### config.mk
export PLATFORM = sky130hd
export DESIGN_NAME = rr_adc_sampler
export DESIGN_NICKNAME = d
export VERILOG_FILES = /design/src/rtl/rr_adc_sampler.sv
export SDC_FILE = /design/constraint.sdc
export NUM_CORES = 1
export LEC_CHECK = 0
export BUFFER_PORTS_ARGS = -buffer_cell sky130_fd_sc_hd__buf_2
export CAP_MARGIN = 20
export CORE_ASPECT_RATIO = 0.5
export CORE_MARGIN = 2
export CORE_UTILIZATION = 60
export CTS_CLUSTER_SIZE = 16
export DETAILED_ROUTE_END_ITERATION = 10
export PLACE_DENSITY = 0.78
export REMOVE_ABC_BUFFERS = 1
export SLEW_MARGIN = 0
export SYNTH_ARGS = -nofsm -noshare
export SYNTH_HDL_FRONTEND = slang
export SYNTH_SLANG_ARGS = --single-unit
### constraint.sdc
create_clock -name clk -period 3.75 [get_ports clk]
set_clock_uncertainty 0.15 [all_clocks]
set_input_delay 0.75 -clock clk [delete_from_list [all_inputs] [get_ports clk]]
set_output_delay 0.75 -clock clk [all_outputs]
set_load 0.02 [all_outputs]
### src/rtl/rr_adc_sampler.sv
module rr_adc_sampler #(
  parameter int DIV_W = 8
) (
  input  logic             clk,
  input  logic             rst_n,
  input  logic [1:0]       mode_i,
  input  logic [DIV_W-1:0] div_i,
  input  logic [7:0]       ch_en_i,
  input  logic             miso_i,
  output logic             sclk_o,
  output logic             cs_en_n_o,
  output logic [2:0]       cs_code_o,
  input  logic             rd_en_i,
  input  logic [2:0]       rd_addr_i,
  output logic [15:0]      rd_data_o,
  output logic             rd_fresh_o,
  output logic             done_o,
  output logic [2:0]       done_ch_o
);
  localparam int NCH  = 8;
  localparam int CH_W = $clog2(NCH);
  localparam int DW   = 16;
  localparam int BC_W = $clog2(DW + 1);

  typedef enum logic [1:0] {S_IDLE, S_SETUP, S_SHIFT, S_GAP} st_t;

  function automatic logic [BC_W-1:0] wbits(input logic [1:0] m);
    case (m)
      2'd0:    return BC_W'(12);
      2'd1:    return BC_W'(15);
      default: return BC_W'(16);
    endcase
  endfunction

  st_t              st;
  logic [DIV_W-1:0] dcnt;
  logic [2:0]       ph;
  logic [BC_W-1:0]  bitcnt;
  logic [CH_W-1:0]  cur, nxt;
  logic [1:0]       wmode;
  logic [DW-1:0]    shreg;
  logic             sclk_q, cs_q, done_q;
  logic [DW-1:0]    res [NCH];
  logic [NCH-1:0]   fresh;
  logic [NCH-1:0]   emask;
  logic             tick, fin;

  assign tick  = (dcnt >= div_i);
  assign emask = (mode_i == 2'd0) ? (ch_en_i & 8'h0F) : ch_en_i;
  assign fin   = tick && st == S_SHIFT && !sclk_q && bitcnt == wbits(wmode);

  always_comb begin
    logic found;
    found = 1'b0;
    nxt   = cur;
    for (int i = 1; i <= NCH; i++) begin
      if (!found && emask[cur + CH_W'(i)]) begin
        nxt   = cur + CH_W'(i);
        found = 1'b1;
      end
    end
  end

  always_ff @(posedge clk) begin
    if (!rst_n) dcnt <= '0;
    else        dcnt <= tick ? '0 : dcnt + 1'b1;
  end

  always_ff @(posedge clk) begin
    if (!rst_n) begin
      st     <= S_IDLE;
      ph     <= '0;
      bitcnt <= '0;
      cur    <= CH_W'(NCH - 1);
      wmode  <= '0;
      shreg  <= '0;
      sclk_q <= 1'b0;
      cs_q   <= 1'b1;
      done_q <= 1'b0;
    end else begin
      done_q <= 1'b0;
      if (tick) begin
        case (st)
          S_IDLE: if (|emask) begin
            cur    <= nxt;
            wmode  <= mode_i;
            cs_q   <= 1'b0;
            ph     <= '0;
            bitcnt <= '0;
            shreg  <= '0;
            st     <= S_SETUP;
          end
          S_SETUP: begin
            ph <= ph + 1'b1;
            if (ph == 3'd1) st <= S_SHIFT;
          end
          S_SHIFT: begin
            if (sclk_q) sclk_q <= 1'b0;
            else if (fin) begin
              cs_q   <= 1'b1;
              done_q <= 1'b1;
              ph     <= '0;
              st     <= S_GAP;
            end else begin
              sclk_q <= 1'b1;
              shreg  <= {shreg[DW-2:0], miso_i};
              bitcnt <= bitcnt + 1'b1;
            end
          end
          default: begin
            ph <= ph + 1'b1;
            if (ph == 3'd3) st <= S_IDLE;
          end
        endcase
      end
    end
  end

  always_ff @(posedge clk) begin
    if (!rst_n) begin
      fresh      <= '0;
      rd_data_o  <= '0;
      rd_fresh_o <= 1'b0;
      for (int i = 0; i < NCH; i++) res[i] <= '0;
    end else begin
      if (rd_en_i) begin
        rd_data_o  <= res[rd_addr_i];
        rd_fresh_o <= fresh[rd_addr_i];
        fresh[rd_addr_i] <= 1'b0;
      end
      if (fin) begin
        res[cur]   <= shreg;
        fresh[cur] <= 1'b1;
      end
    end
  end

  assign sclk_o    = sclk_q;
  assign cs_en_n_o = cs_q;
  assign cs_code_o = cur;
  assign done_o    = done_q;
  assign done_ch_o = cur;

  AST_SCLK_IDLE_LOW: assert property (@(posedge clk) disable iff (!rst_n)
    cs_en_n_o |-> !sclk_o);
  AST_CODE_STABLE: assert property (@(posedge clk) disable iff (!rst_n)
    (!cs_en_n_o && $past(!cs_en_n_o)) |-> $stable(cs_code_o));
  AST_QUAD_LOW_CODE: assert property (@(posedge clk) disable iff (!rst_n)
    (!cs_en_n_o && wmode == 2'd0) |-> !cs_code_o[2]);
  AST_BITS_BOUND: assert property (@(posedge clk) disable iff (!rst_n)
    bitcnt <= wbits(wmode));
  AST_DONE_ENDS_FRAME: assert property (@(posedge clk) disable iff (!rst_n)
    done_o |-> $rose(cs_en_n_o));
  AST_FRESH_ON_DONE: assert property (@(posedge clk) disable iff (!rst_n)
    done_o |-> fresh[done_ch_o]);
endmodule

After elaboration in Yosys (flattened, before gate mapping). Memories as Yosys holds them, arrays and structs flattened. A register that Yosys moved wholly into a read port is not among the register bits. Index checks and enable logic that the tools add are counted. W data, S select, Z words.

Flip-flop bits (word level): 51. RAM bits: 128. Logic and storage cells: 163. Memories: 1.

Memories: res (depth 8, bits a word 16, read ports 1, clocked after memory_dff 1, wr ports 8, RTL line 43) `logic [DW-1:0] res [NCH];`.

$add $sub $neg: 10. $lt $le $gt $ge: 12. Equal/unequal tests: 11. Mux-type cells: 72. Bitwise logic cells: 7. Reduce and logical (&&, ||, !) cells: 38.

Operator list (count): $mux W16 (4); $lt A3 B4 Y1 const B (9); $mux W3 (11); $mux W8 (4); $pmux W16 S2 (1); $mux W1 (28); $bmux W1 S3 (9); $pmux W5 S2 (2); $reduce_or A16 Y1 (1); $mux W5 (3); $reduce_and A5 Y1 (3); $add A3 B3 Y3 const B (4); $logic_and A1 B1 Y1 (12); $mux W2 (5); $ne A2 B2 Y1 const B (5); $logic_not A1 Y1 (9); $add A8 B1 Y8 const B (1); $and A8 B8 Y8 (1); $ge A8 B8 Y1 (1); $not A8 Y8 (1); $or A8 B8 Y8 (1); $reduce_or A8 Y1 (1); $reduce_bool A7 Y1 (1); $add A3 B1 Y3 const B (2); 22 further kinds (31).

Longest topological paths before layout. Gate-level depths: netlist of the first run.

Depth after elaboration: 27. Depth in mapped cells: 13. Depth with buffers taken out: 9.

Worst setup path before layout of the first run. Ideal clock, no wire load.

Kind: input-to-reg. Start: input port div_i[0]. End: memory res[1][0] (enable). Arrival: 2.617 ns. Data required time: 3.232 ns. Setup slack: 0.615 ns. Cell stages on the path: 9. Buffers on the path: 1. Cells stage by stage: ha_1 nand2b_1 a21o_1 a21oi_1 o21ai_0 a31o_2 and4_1 clkbuf_1 nand2b_1.

RTL lines: start, declared (RTL line 7) `input logic [DIV_W-1:0] div_i,`; end, declared (RTL line 43).

==> summary.md, run 1 <==
| Metric | Value |
|---|---|
| Number of synthesized flops with an enable pin | `128` |
| Via count | `6446` |
| RSZ-0062 raised after global routing | `no` |
| Outcome | `completed` |
| Crit end category | `register` |
| Routed vias/inst | `6.18` |
| Layout cells sized above 1 | `0.210` |
| Synth-to-Final Area Change | `11.3%` |
| #FFs+latches synth | `195` |
| Core box area | `0.0155 sq mm` |
| DIE AREA | `0.0170 sq mm` |
| Critical Path Fanout Max | `16` |
| Post-synth cell types | `69` |
| Maximum vdd drop | `0.330 mV` |
| Seq/Total Area, Yosys | `0.543` |
| Chip width | `182 microns` |
| Synth area leader | `edfxtp_1` |
| Routed Antenna Nets | `0` |
| Clock slew at reported path FFs | `0.07 ns` |
| DRC | `0` |
| FFs w/ async S/R, synth | `0` |
| Routed len/inst | `20.4 microns` |
| Clock buffer depth | `2` |
| Worst-path cell chain | `inv_1 -> ha_1 -> nand2b_1 -> a21o_1 -> a21oi_1 -> o21ai_0 -> a31o_2 -> and4_1 -> nand2b_1` |
| ANT cells | `0` |
| Routability Congestion | `0.848` |
| Top FF cell, synth | `edfxtp_1` |
| Part of the cycle the worst path needs | `0.820` |
| Final Hold Vio Count | `0` |
| Slew at the pin with the worst max-slew slack | `1.01 ns` |
| Worst path arrival time | `2.94 ns` |
| Clock sink count | `195` |
| Post-layout min period | `3.07 ns` |
| Crit-path slowest cell | `nand2b_1` |
| CP peak stage delay | `0.50 ns` |
| IO Pins | `51` |
| Post-synth top area share | `0.402` |
| Max Slew Vio Count | `0` |
| Antenna violations before repair | `0` |
| Post-DP HPWL | `14.0 mm` |
| Vias in the first global route | `6435` |
| CP most frequent cell | `nand2b_1` |
| Mean Syn Cell Area | `12.2 sq um` |
| CTS tree | `yes` |
| Pwr Density | `436 mW/mm^2` |
| Root buffer cell | `clkbuf_16` |
| Cts bufs inserted | `17` |
| Port Buffers | `50` |
| Mapped Cells | `784` |
| First-pass GRT wire length | `33.8 mm` |
| Startpoint Class | `register` |
| Post-CTS setup buffers | `0` |
| Die H | `93.2 microns` |
| Fin Setup TNS | `0 ns` |
| Finish-stage setup viols | `0` |
| Largest net degree at the start of global routing | `45` |
| Clk_lat worst skew | `0.44 ns` |
| Grt total ovfl | `0` |
| # nets final | `873` |
| Worst Path Required | `3.62 ns` |
| # hold bufs at CTS | `0` |
| Initial Util | `0.616` |
| Synth Warn # | `0` |
| DR pass1 iterations | `4` |
| Hold crit path type | `reg -> reg` |
| Pleak | `3.95 nW` |
| Slew HR | `0.322` |
| Max cap viols | `0` |
| PostCTS Resize Cnt | `0` |
| Htree depth | `4` |
| Final WL | `21.3 mm` |
| Synth top cells by count | `128 x and2_1, 128 x edfxtp_1, 67 x dfxtp_1, 40 x nand2_1, 39 x mux4_2` |
| Critical path class | `reg -> reg` |
| FMAX | `325 MHz` |
| Initial drt markers | `557` |
| Row cnt | `32` |
| Power after layout | `4.63 mW` |
| Mapped cell area | `0.00955 sq mm` |
| Total GRT Usage | `0.265` |
| Synth area leaders | `edfxtp_1 40%, dfxtp_1 14%, mux4_2 9.2%` |
logic make-up (layout without fill, tap and decap cells):
family	count (synthesis)	after routing	share of synthesized area
xor+xnor	10	10	0.00917
fa+ha+maj	22	22	0.0288
simple gates	310	310	0.184
buf+inv	74	129	0.0341
compound gates	112	112	0.0827
flops	195	195	0.543
mux	61	61	0.119
power breakdown:
group          switching, mW  internal [mW]  leakage [nW]
clock                  0.908          0.962         0.292
combinational          0.214          0.152          1.89
sequential            0.0325           2.37          1.77
total                   1.15           3.48          3.95
per-layer routing:
metal  up-vias  share of wire  global-route usage
met1      3224           0.44               0.361
li1       2972              -                   -
met5         -              0                   0
met2       233           0.47               0.434
met3        17          0.079              0.0545
met4         0         0.0088              0.0840
cell usage in the layout (no fill, tap or decap), types with 3 or more instances in the layout:
cell	n
dfxtp_1	67
and2_1	128
nand2b_1	13
o21ai_0	9
edfxtp_1	128
or2_2	3
or4_1	3
mux2i_1	19
nor2_1	35
nand3_1	34
or3_1	8
clkbuf_16	17
mux4_2	39
a21o_1	4
and4_1	9
a31oi_1	3
nand4_1	3
inv_6	3
nand2_1	40
o22ai_1	4
and3_1	6
inv_8	6
nor4_1	5
inv_1	19
ha_1	22
a21oi_1	34
buf_2	50
a211oi_1	18
xor2_1	6
nor3_1	9
a31o_2	7
buf_4	26
o21a_1	3
xnor2_1	4
a22oi_1	4
registers in the layout (all words and copies together) (netlist names), 3 cells and up:
register,cells
bitcnt,5
cs_code_o,3
dcnt,8
ph,3
shreg,16
rd_data_o,16
res,128
fresh,8
per-stage QoR:
step / util / hold WS (ns) / cell area, sq um / cells / worst slack, ns
floorplan: - / 0.282 / 9300 / 730 / 0.285
global placement: 0.647 / 0.287 / 10000 / 1011 / 0.362
detailed placement: 0.647 / 0.302 / 10000 / 1011 / 0.325
CTS: 0.686 / 0.311 / 10600 / 1043 / 0.639
global route: 0.686 / 0.327 / 10600 / 1043 / 0.436
finish: 0.686 / 0.308 / 10600 / 1043 / 0.675
layout make-up:
cell class	count	area, sq um
multi-input cells	515	4040
fillers	1093	4870
clock buffers	17	425
inverters	20	75.1
clock inverters	15	180
flip-flops and latches	195	5180
well taps	204	255
repair buffers	77	465
final timing paths:
path                      start                       to  slack (ns)  cells past startpoint
max          dcnt[0]$_SDFF_PP0_  res[6][4]$_SDFFCE_PN0P_        0.68                      9
min          ph[2]$_SDFFE_PN0P_       ph[2]$_SDFFE_PN0P_        0.31                      2
max reg2reg  dcnt[0]$_SDFF_PP0_  res[6][4]$_SDFFCE_PN0P_        0.68                      9
min reg2reg  ph[2]$_SDFFE_PN0P_       ph[2]$_SDFFE_PN0P_        0.31                      2
worst max-delay path, delay by kind of cell, from the launching register on:
| family | cells | cell delay, ns |
|---|---|---|
| compound gates | 4 | 0.86 |
| simple gates | 3 | 0.87 |
| fa+ha+maj | 1 | 0.26 |
| buf+inv | 1 | 0.08 |
| flops | 1 | 0.42 |
No activity file was read; power rests on OpenSTA's default activity.
==> run 2, diff against run 1 <==
Clock period 3.75 ns to 3.02 ns, I/O delays scaled along.
==> summary.md, run 2 (synthesis gave the netlist of run 1 again) <==
| Metric | Value |
|---|---|
| Clk_lat worst skew | `0.43 ns (about the same)` |
| Port Buffers | `50 (unchanged)` |
| Hold Path Origin | `miso_i` |
| Routed Antenna Nets | `0 (unchanged)` |
| Clock slew at reported path FFs | `0.07 ns (about the same)` |
| Startpoint Class | `register` |
| Clock sink count | `195 (unchanged)` |
| Critical Path Fanout Max | `9 (-7)` |
| Max cap viols | `0 (unchanged)` |
| DR pass1 iterations | `5 (+1)` |
| Synth-to-Final Area Change | `13.1%` |
| Worst path arrival time | `3.08 ns (+0.14 ns)` |
| Pleak | `4.05 nW (+2.5%)` |
| Routed len/inst | `20.1 microns (-1.2%)` |
| Vias in the first global route | `6260 (-2.7%)` |
| CTS tree | `yes` |
| Biggest register | `res` |
| Slew at the pin with the worst max-slew slack | `0.762 ns (-0.249 ns)` |
| Routed vias/inst | `6.13 (-0.86%)` |
| RSZ-0062 raised after global routing | `no` |
| Largest net degree at the start of global routing | `45 (unchanged)` |
| Clock buffer depth | `2 (unchanged)` |
| # nets final | `891 (+2.1%)` |
| Grt total ovfl | `0 (unchanged)` |
| Outcome | `completed` |
| First-pass GRT wire length | `34.3 mm (+1.6%)` |
| Post-DP HPWL | `14.5 mm (+3.6%)` |
| Slew HR | `0.492 (+0.170)` |
| Biggest regs | `res (128), rd_data_o (16), shreg (16)` |
| R2r startpoint | `cs_code_o[1]$_SDFFE_PN1P_` |
| Pwr Density | `524 mW/mm^2 (+20%)` |
| FMAX | `343 MHz (+5.6%)` |
| Commonest non-fill, non-tap cells in the layout | `128 x and2_1, 128 x edfxtp_1, 67 x dfxtp_1, 50 x buf_2, 40 x nand2_1` |
| Crit end category | `register` |
| Finish-stage setup viols | `0 (unchanged)` |
| Part of the cycle the worst path needs | `0.964 (+0.144)` |
| Area after DPL | `0.0102 sq mm (+2.0%)` |
| Hold crit path type | `in -> reg` |
| Cts bufs inserted | `17 (unchanged)` |
| Finished Cell Area | `0.0108 sq mm (+1.6%)` |
| Core box area | `0.0155 sq mm (unchanged)` |
| Utilization after layout | `0.697 (+0.0111)` |
| # hold bufs at CTS | `0 (unchanged)` |
| Root buffer cell | `clkbuf_16` |
| Via count | `6501 (+0.85%)` |
| Post-layout min period | `2.91 ns (-0.163 ns)` |
| Die H | `93.2 microns (unchanged)` |
| Worst setup path startpoint | `cs_code_o[1]$_SDFFE_PN1P_` |
| DRC | `0 (unchanged)` |
| Row cnt | `32 (unchanged)` |
| Max FFs per register | `128 (unchanged)` |
| Antenna violations before repair | `0 (unchanged)` |
| ANT cells | `0 (unchanged)` |
| IO Pins | `51 (unchanged)` |
| Chip width | `182 microns (unchanged)` |
| Total GRT Usage | `0.269 (+0.00415)` |
| Final Hold Vio Count | `0 (unchanged)` |
| Final WL | `21.4 mm (+0.49%)` |
| Max Slew Vio Count | `0 (unchanged)` |
| Initial Util | `0.616 (unchanged)` |
| Layout cells sized above 1 | `0.225 (+0.0154)` |
| Critical path class | `reg -> reg` |
| DIE AREA | `0.0170 sq mm (unchanged)` |
| Maximum vdd drop | `0.438 mV (+33%)` |
| Routability Congestion | `0.962 (+13%)` |
| Post-CTS setup buffers | `0 (unchanged)` |
| Htree depth | `4 (unchanged)` |
| Initial drt markers | `540 (-3.1%)` |
| Worst Path Required | `3.19 ns (-0.43 ns)` |
-- run 2: cell types whose count changed in the layout (fill, tap and decap cells not counted) --
cell / change
buf_4: +13
inv_6: -2
nor3_2: -1
clkinv_2: +1
bufinv_16: -1
inv_8: -1
buf_12: +5
clkinv_4: +2
nor3_4: +1
clkbuf_1: +1
-- run 2: repair_timing --
item,CTS,global route
setup endpoints to repair,0,4
endpoints found under the hold margin,0,0
resized for setup,0,1
-- run 2: cell type report --
cell class                 instances  area [sq um]
sequential                       195          5180
inverter                          20          75.1
multi-input combinational        515          4050
clock buffer                      18           429
tap                              204           255
clock inverter                    14           144
fill                            1095          4700
timing repair buffer              95           663
-- run 2: power breakdown --
| part | switching (mW) | internal, mW | total (mW) |
|---|---|---|---|
| Combinational | 0.275 | 0.212 | 0.487 |
| Clock | 1.09 | 1.10 | 2.20 |
| Sequential | 0.0419 | 2.94 | 2.98 |
| Total | 1.41 | 4.25 | 5.66 |
-- run 2: worst max-delay path, stage by stage, from the launching register on --
cell and delay (ns):
dfxtp_1 0.33, inv_1 0.08, ha_1 0.39, buf_4 0.22, mux4_1 0.36, nand3_1 0.14, and3_1 0.41, a22oi_1 0.16
o21ai_0 0.25, a311o_1 0.23, nand3_1 0.07
-- run 2: stage by stage --
step / power, mW / TNS (ns) / std cells / worst slack (ns) / hold slack (ns)
floorplan: 3.30 / -1.09 / 730 / -0.445 / 0.282
global placement: 3.51 / 0 / 1029 / 0.0300 / 0.291
detailed placement: 3.52 / -0.0168 / 1029 / -0.0121 / 0.299
CTS: 5.68 / 0 / 1061 / 0.148 / 0.293
global route: 5.84 / 0 / 1061 / 0.0268 / 0.292
finish: 5.66 / 0 / 1061 / 0.108 / 0.297
-- run 2: final timing paths --
check / endpoint / slack, ns / cells after the start
hold / removal: shreg[0]$_SDFFE_PN0P_ / 0.30 / 3
hold reg to reg: ph[2]$_SDFFE_PN0P_ / 0.31 / 2
setup reg to reg: cs_code_o[2]$_SDFFE_PN1P_ / 0.11 / 10
setup / recovery: cs_code_o[2]$_SDFFE_PN1P_ / 0.11 / 10
-- run 2: routing by layer --
layer | global-route usage | wire [microns]
met1 | 0.383 | 9620
met2 | 0.427 | 9790
met3 | 0.0662 | 1830
met4 | 0.0544 | 123
met5 | 0 | 0
